$ cat config.mk
export PLATFORM = sky130hd
export DESIGN_NAME = dma_wm_gate
export DESIGN_NICKNAME = d
export VERILOG_FILES = /design/src/rtl/dmag_pkg.sv /design/src/rtl/dmag_cfg_reg.sv /design/src/rtl/dmag_burst_fsm.sv /design/src/rtl/dmag_lane_sel.sv /design/src/rtl/dma_wm_gate.sv
export SDC_FILE = /design/constraint.sdc
export NUM_CORES = 1
export LEC_CHECK = 0
export BUFFER_PORTS_ARGS = -buffer_cell sky130_fd_sc_hd__buf_2
export CORE_MARGIN = 4
export CORE_UTILIZATION = 25
export DETAILED_ROUTE_END_ITERATION = 7
export GPL_TIMING_DRIVEN = 1
export PLACE_DENSITY = 0.51
export RECOVER_POWER = 100
export SYNTH_ARGS = -nofsm -noshare
export SYNTH_HDL_FRONTEND = slang
export SYNTH_SLANG_ARGS = --single-unit
$ cat constraint.sdc
create_clock -name clk -period 2.6 [get_ports clk]
set_clock_uncertainty 0.15 [all_clocks]
set_input_delay 0.39 -clock clk [delete_from_list [all_inputs] [get_ports clk]]
set_output_delay 0.39 -clock clk [all_outputs]
set_load 0.02 [all_outputs]
$ cat src/rtl/dmag_pkg.sv
package dmag_pkg;

  localparam int CFG_W     = 8;
  localparam int BURST_MAX = 16;
  localparam int CNT_W     = $clog2(BURST_MAX + 1);

  typedef struct packed {
    logic       hold_en;
    logic       swap_data;
    logic       swap_ctl;
    logic       byte_mode;
    logic [1:0] burst;
    logic [1:0] thresh;
  } dmag_cfg_t;

  typedef enum logic [1:0] {
    ST_IDLE = 2'd0,
    ST_RX   = 2'd1,
    ST_TX   = 2'd2
  } dmag_state_t;

  // Threshold in words; the reserved code falls back to the largest value.
  function automatic int unsigned thresh_words(logic [1:0] code);
    case (code)
      2'b01:   return 4;
      2'b10:   return 8;
      default: return 16;
    endcase
  endfunction

  // Beats per tenure; zero means no cap. Byte-wide buses need twice the beats.
  function automatic int unsigned burst_beats(logic [1:0] code, logic byte_mode);
    int unsigned base;
    case (code)
      2'b01:   base = 2;
      2'b10:   base = 4;
      2'b11:   base = 8;
      default: base = 0;
    endcase
    return byte_mode ? base * 2 : base;
  endfunction

endpackage

$ cat src/rtl/dmag_cfg_reg.sv
module dmag_cfg_reg
  import dmag_pkg::*;
(
  input  logic             clk,
  input  logic             rst_n,
  input  logic             we,
  input  logic [CFG_W-1:0] wdata,
  output dmag_cfg_t        cfg_q
);

  always_ff @(posedge clk or negedge rst_n) begin
    if (!rst_n)  cfg_q <= '0;
    else if (we) cfg_q <= dmag_cfg_t'(wdata);
  end

endmodule

$ cat src/rtl/dmag_burst_fsm.sv
module dmag_burst_fsm
  import dmag_pkg::*;
#(
  parameter int CW = 5
) (
  input  logic          clk,
  input  logic          rst_n,
  input  logic          rx_go,
  input  logic          tx_go,
  input  logic          beat,
  input  logic          eof_beat,
  input  logic          rx_dry,
  input  logic          tx_full,
  input  logic [CW-1:0] limit,
  output logic          rx_req,
  output logic          tx_req,
  output logic          cap_hit
);

  dmag_state_t   st_q;
  logic [CW-1:0] cnt_q;
  logic [CW-1:0] cnt_nx;

  assign cnt_nx  = cnt_q + CW'(beat);
  assign cap_hit = (limit != '0) && (cnt_nx >= limit);

  always_ff @(posedge clk or negedge rst_n) begin
    if (!rst_n) begin
      st_q  <= ST_IDLE;
      cnt_q <= '0;
    end else begin
      case (st_q)
        ST_IDLE: begin
          cnt_q <= '0;
          if (rx_go)      st_q <= ST_RX;
          else if (tx_go) st_q <= ST_TX;
        end
        ST_RX: begin
          cnt_q <= cnt_nx;
          if (cap_hit || eof_beat || rx_dry) st_q <= ST_IDLE;
        end
        ST_TX: begin
          cnt_q <= cnt_nx;
          if (cap_hit || tx_full) st_q <= ST_IDLE;
        end
        default: st_q <= ST_IDLE;
      endcase
    end
  end

  assign rx_req = (st_q == ST_RX);
  assign tx_req = (st_q == ST_TX);

endmodule

$ cat src/rtl/dmag_lane_sel.sv
module dmag_lane_sel #(
  parameter int LW = 6
) (
  input  logic          swap_ctl,
  input  logic          swap_data,
  input  logic          is_data,
  input  logic          hold_en,
  input  logic [LW-1:0] tx_level,
  input  logic [LW-1:0] n_words,
  input  logic          frame_whole,
  output logic          swap_en,
  output logic          start_ok
);

  always_comb begin
    swap_en  = is_data ? swap_data : swap_ctl;
    start_ok = !hold_en || (tx_level >= n_words) || frame_whole;
  end

endmodule

$ cat src/rtl/dma_wm_gate.sv
module dma_wm_gate
  import dmag_pkg::*;
#(
  parameter  int DEPTH = 32,
  localparam int LVL_W = $clog2(DEPTH + 1)
) (
  input  logic             clk,
  input  logic             rst_n,
  input  logic             cfg_we,
  input  logic [CFG_W-1:0] cfg_wdata,
  output logic [CFG_W-1:0] cfg_rdata,
  input  logic [LVL_W-1:0] rx_level,
  input  logic             rx_eof_seen,
  input  logic [LVL_W-1:0] tx_free,
  input  logic [LVL_W-1:0] tx_level,
  input  logic             tx_frame_whole,
  input  logic             bus_grant,
  input  logic             xfer_done,
  input  logic             xfer_eof,
  input  logic             xfer_is_data,
  output logic             rx_req,
  output logic             tx_req,
  output logic             swap_en,
  output logic             tx_start_ok
);

  dmag_cfg_t        cfg_q;
  logic [LVL_W-1:0] n_words;
  logic [CNT_W-1:0] burst_lim;
  // Named internal events, brought out for the checker.
  logic             rx_go;
  logic             tx_go;
  logic             beat;
  logic             eof_beat;
  logic             cap_hit;

  dmag_cfg_reg u_cfg (
    .clk   (clk),
    .rst_n (rst_n),
    .we    (cfg_we),
    .wdata (cfg_wdata),
    .cfg_q (cfg_q)
  );

  assign cfg_rdata = cfg_q;
  assign n_words   = LVL_W'(thresh_words(cfg_q.thresh));
  assign burst_lim = CNT_W'(burst_beats(cfg_q.burst, cfg_q.byte_mode));
  assign rx_go     = (rx_level >= n_words) || rx_eof_seen;
  assign tx_go     = (tx_free >= n_words);
  assign beat      = xfer_done && bus_grant;
  assign eof_beat  = beat && xfer_eof;

  dmag_burst_fsm #(.CW(CNT_W)) u_fsm (
    .clk      (clk),
    .rst_n    (rst_n),
    .rx_go    (rx_go),
    .tx_go    (tx_go),
    .beat     (beat),
    .eof_beat (eof_beat),
    .rx_dry   (rx_level == '0),
    .tx_full  (tx_free == '0),
    .limit    (burst_lim),
    .rx_req   (rx_req),
    .tx_req   (tx_req),
    .cap_hit  (cap_hit)
  );

  dmag_lane_sel #(.LW(LVL_W)) u_lane (
    .swap_ctl    (cfg_q.swap_ctl),
    .swap_data   (cfg_q.swap_data),
    .is_data     (xfer_is_data),
    .hold_en     (cfg_q.hold_en),
    .tx_level    (tx_level),
    .n_words     (n_words),
    .frame_whole (tx_frame_whole),
    .swap_en     (swap_en),
    .start_ok    (tx_start_ok)
  );

endmodule

==> impl_metrics.json <==
{
  "tightest_slew_ps": 873.2,
  "track_usage_pct": 9.157,
  "drive_above_1_share_pct": 26.29,
  "synthArstFlopShare_pct": 100.0,
  "dr_wl_met3_um": 216,
  "synth_nets": 185,
  "finalCritPeriodShare_pct": 88.58,
  "hold_class": "in -> reg",
  "wl_met2_um": 1087,
  "synth-edff-count": 0,
  "pin_count": 47,
  "slew_viol_final": 0,
  "max_stage_delay_ps": 370,
  "cts_tree": "done",
  "synthToLayoutAreaGrowth_pct": 25.69,
  "dieWidth_um": 77.79,
  "fin_nets": 232,
  "firstDrtPassIters": 5,
  "grt_setup_unrepaired": "false",
  "post_cts_resized": 0,
  "synthTopCellsByArea": "dfrtp_1 31%, ha_1 22%, mux2_2 6.5%",
  "min_path_cells": 3,
  "start_util_pct": 25.77,
  "required_ps": 2060,
  "p_leak_nw": 0.7132,
  "yosysWarnings": 0,
  "path_cells": "inv_1 -> ha_1 -> ha_1 -> nand2_1 -> a21boi_0 -> o21ai_0 -> nand2_1 -> clkbuf_1",
  "clockBufferDepth": 2,
  "cellPowerDensity_nw_per_um2": 592.1,
  "die-area_um2": 6051,
  "antenna_found_initial": 0,
  "placed_area_um2": 1501,
  "core-area_um2": 4723,
  "grt_pass1_wl_um": 4602,
  "yosysTopAreaCell": "dfrtp_1",
  "synthFlopType": "dfrtp_1",
  "clock_sinks": 15,
  "stdcell_area_um2": 1530,
  "io_buffer_count": 46,
  "synth_top_cell_area_share_pct": 30.83,
  "dp_hpwl_um": 2215,
  "avgSynthCellArea_um2": 9.437,
  "path_depth": 8,
  "diodes": 0,
  "std_cell_rows": 25,
  "p_total_mw": 0.9060,
  "cts_buffers": 3,
  "critPathMaxFanout": 3,
  "met1_length_um": 1307,
  "reg2reg_to": "u_fsm.st_q[0]",
  "top_layer_used": "met4",
  "critPathTopFamily": "adder cells",
  "insertion_delay_ps": 240,
  "reg2reg_depth": 9,
  "max_clock_freq_ghz": 0.4342,
  "synth_cells": 129,
  "fin_hold_ws_ps": 199.6,
  "clk_root_buffer_cell": "clkbuf_8",
  "viasPerCell": 4.264,
  "worstPathArrival_ps": 1760,
  "globalRouteOverflowTotal": 0,
  "grt_max_degree": 16,
  "drtIter0Drc": 41,
  "fin_crit_ps": 2303,
  "synth_seq_cells": 15,
  "status": "finished clean",
  "ir_drop_mv": 0.2340,
  "htreeDepth": 1,
  "wl_um": 2643,
  "utilization_pct": 32.40,
  "drc": 0,
  "dieHeight_um": 77.79,
  "end_kind": "output pin",
  "hold_path.startpoint": "cfg_wdata[0]",
  "syn_area_um2": 1217,
  "timing.final.hold_violations": 0,
  "regToRegSetupSlack_ps": 330,
  "hold_end": "u_cfg.cfg_q[0]",
  "post_drt_wl_per_cell_um": 10.92,
  "synth_cell_type_count": 36,
  "max_slew_margin_pct": 41.79,
  "r2r_start": "u_fsm.cnt_q[0]",
  "cap_violations": 0,
  "crit_type": "reg -> out",
  "grt_pass1_vias": 1004,
  "setup_tns_ps": 0,
  "slowest_stage": "dfrtp_1",
  "critical_path_buf_inv_count": 2,
  "setup_viol": 0,
  "place.gp.congestion": 0.7515,
  "ys_seq_area_share_pct": 30.83,
  "antenna_left": 0,
  "clkTransAtPathRegs_ps": 60,
  "routed-via-count": 1032,
  "cp-start-kind": "register"
}
## cells in the mapped netlist, types with 2 or more instances
cell type and number:
buf_4 3, clkbuf_1 2, dfrtp_1 15, ha_1 21
inv_1 10, mux2_2 7, nand2_1 19, nand3_1 5
nor2_1 5, nor2b_1 5, o21ai_0 10, xnor2_1 2
xor2_1 2
## registers in the layout, indices dropped and copies added (netlist names)
| register | flops |
|---|---|
| u_fsm.st_q | 2 |
| u_fsm.cnt_q | 5 |
| u_cfg.cfg_q | 8 |
## power breakdown
part | leakage, nW | switching (mW) | total, mW | internal (mW)
Sequential | 0.189 | 0.0386 | 0.311 | 0.273
Clock | 0.0228 | 0.0795 | 0.188 | 0.108
Combinational | 0.502 | 0.234 | 0.407 | 0.173
## per-layer routing
metal  vias up  track usage (%)
li1        545                -
met1       443            12.79
met2        42            13.70
met3         2            1.740
met4         0            3.737
met5         -                0
## placed cells by master, fill, tap and decap left out, types with 2 or more instances in the layout
| cell type | count |
|---|---|
| nand2_1 | 19 |
| ha_1 | 21 |
| a21oi_1 | 2 |
| o211ai_1 | 2 |
| mux2_2 | 7 |
| o21ai_0 | 10 |
| buf_2 | 32 |
| nand3_1 | 5 |
| clkbuf_8 | 3 |
| nor2b_1 | 5 |
| xor2_1 | 2 |
| clkbuf_1 | 15 |
| dfrtp_1 | 15 |
| xnor2_1 | 2 |
| inv_1 | 10 |
| nor2_1 | 5 |
## worst max-delay path by stage
stage / start / end / slack [ps]
2_1_floorplan: xfer_done / u_fsm.st_q[0] / 280
3_3_place_gp: xfer_done / u_fsm.st_q[0] / 110
3_5_place_dp: xfer_done / u_fsm.st_q[0] / 100
4_1_cts: u_cfg.cfg_q[0] / tx_start_ok / 320
5_1_grt: u_cfg.cfg_q[0] / tx_start_ok / 100
6_report: u_cfg.cfg_q[1] / tx_start_ok / 300
## worst min-delay path, stage by stage
cell and delay [ps]:
buf_2 80, nand2_1 30, o21ai_0 50
## cells by family (layout without fill, tap and decap cells)
family	after synthesis	after routing	synth area share [%]
simple gates	45	45	19.63
compound gates	22	22	13.05
fa+ha+maj	21	21	21.58
flops	15	15	30.83
buf+inv	15	61	5.550
mux	7	7	6.475
xor+xnor	4	4	2.878
## through the flow
step | setup WS [ps] | instances
global placement | 110.7 | 237
finish | 296.9 | 242
floorplan | 281.8 | 129
global route | 102.9 | 242
detailed placement | 98.30 | 237
CTS | 320.9 | 242
## timing repair
| action | CTS | global route |
|---|---|---|
| hold buffers | 1 | 0 |
| buffers inserted | 0 | 0 |
| endpoints found under the hold margin | 15 | 0 |
## final cells by class
| type | count | area, um2 |
|---|---|---|
| flip-flops and latches | 15 | 375.4 |
| multi-input cells | 99 | 765.7 |
| repair buffers | 47 | 222.7 |
| clock buffers | 4 | 45.04 |
| fillers | 527 | 3193 |
| well taps | 67 | 83.83 |
| inverters | 10 | 37.54 |
Note: power is estimated with default switching activity, not from simulation.
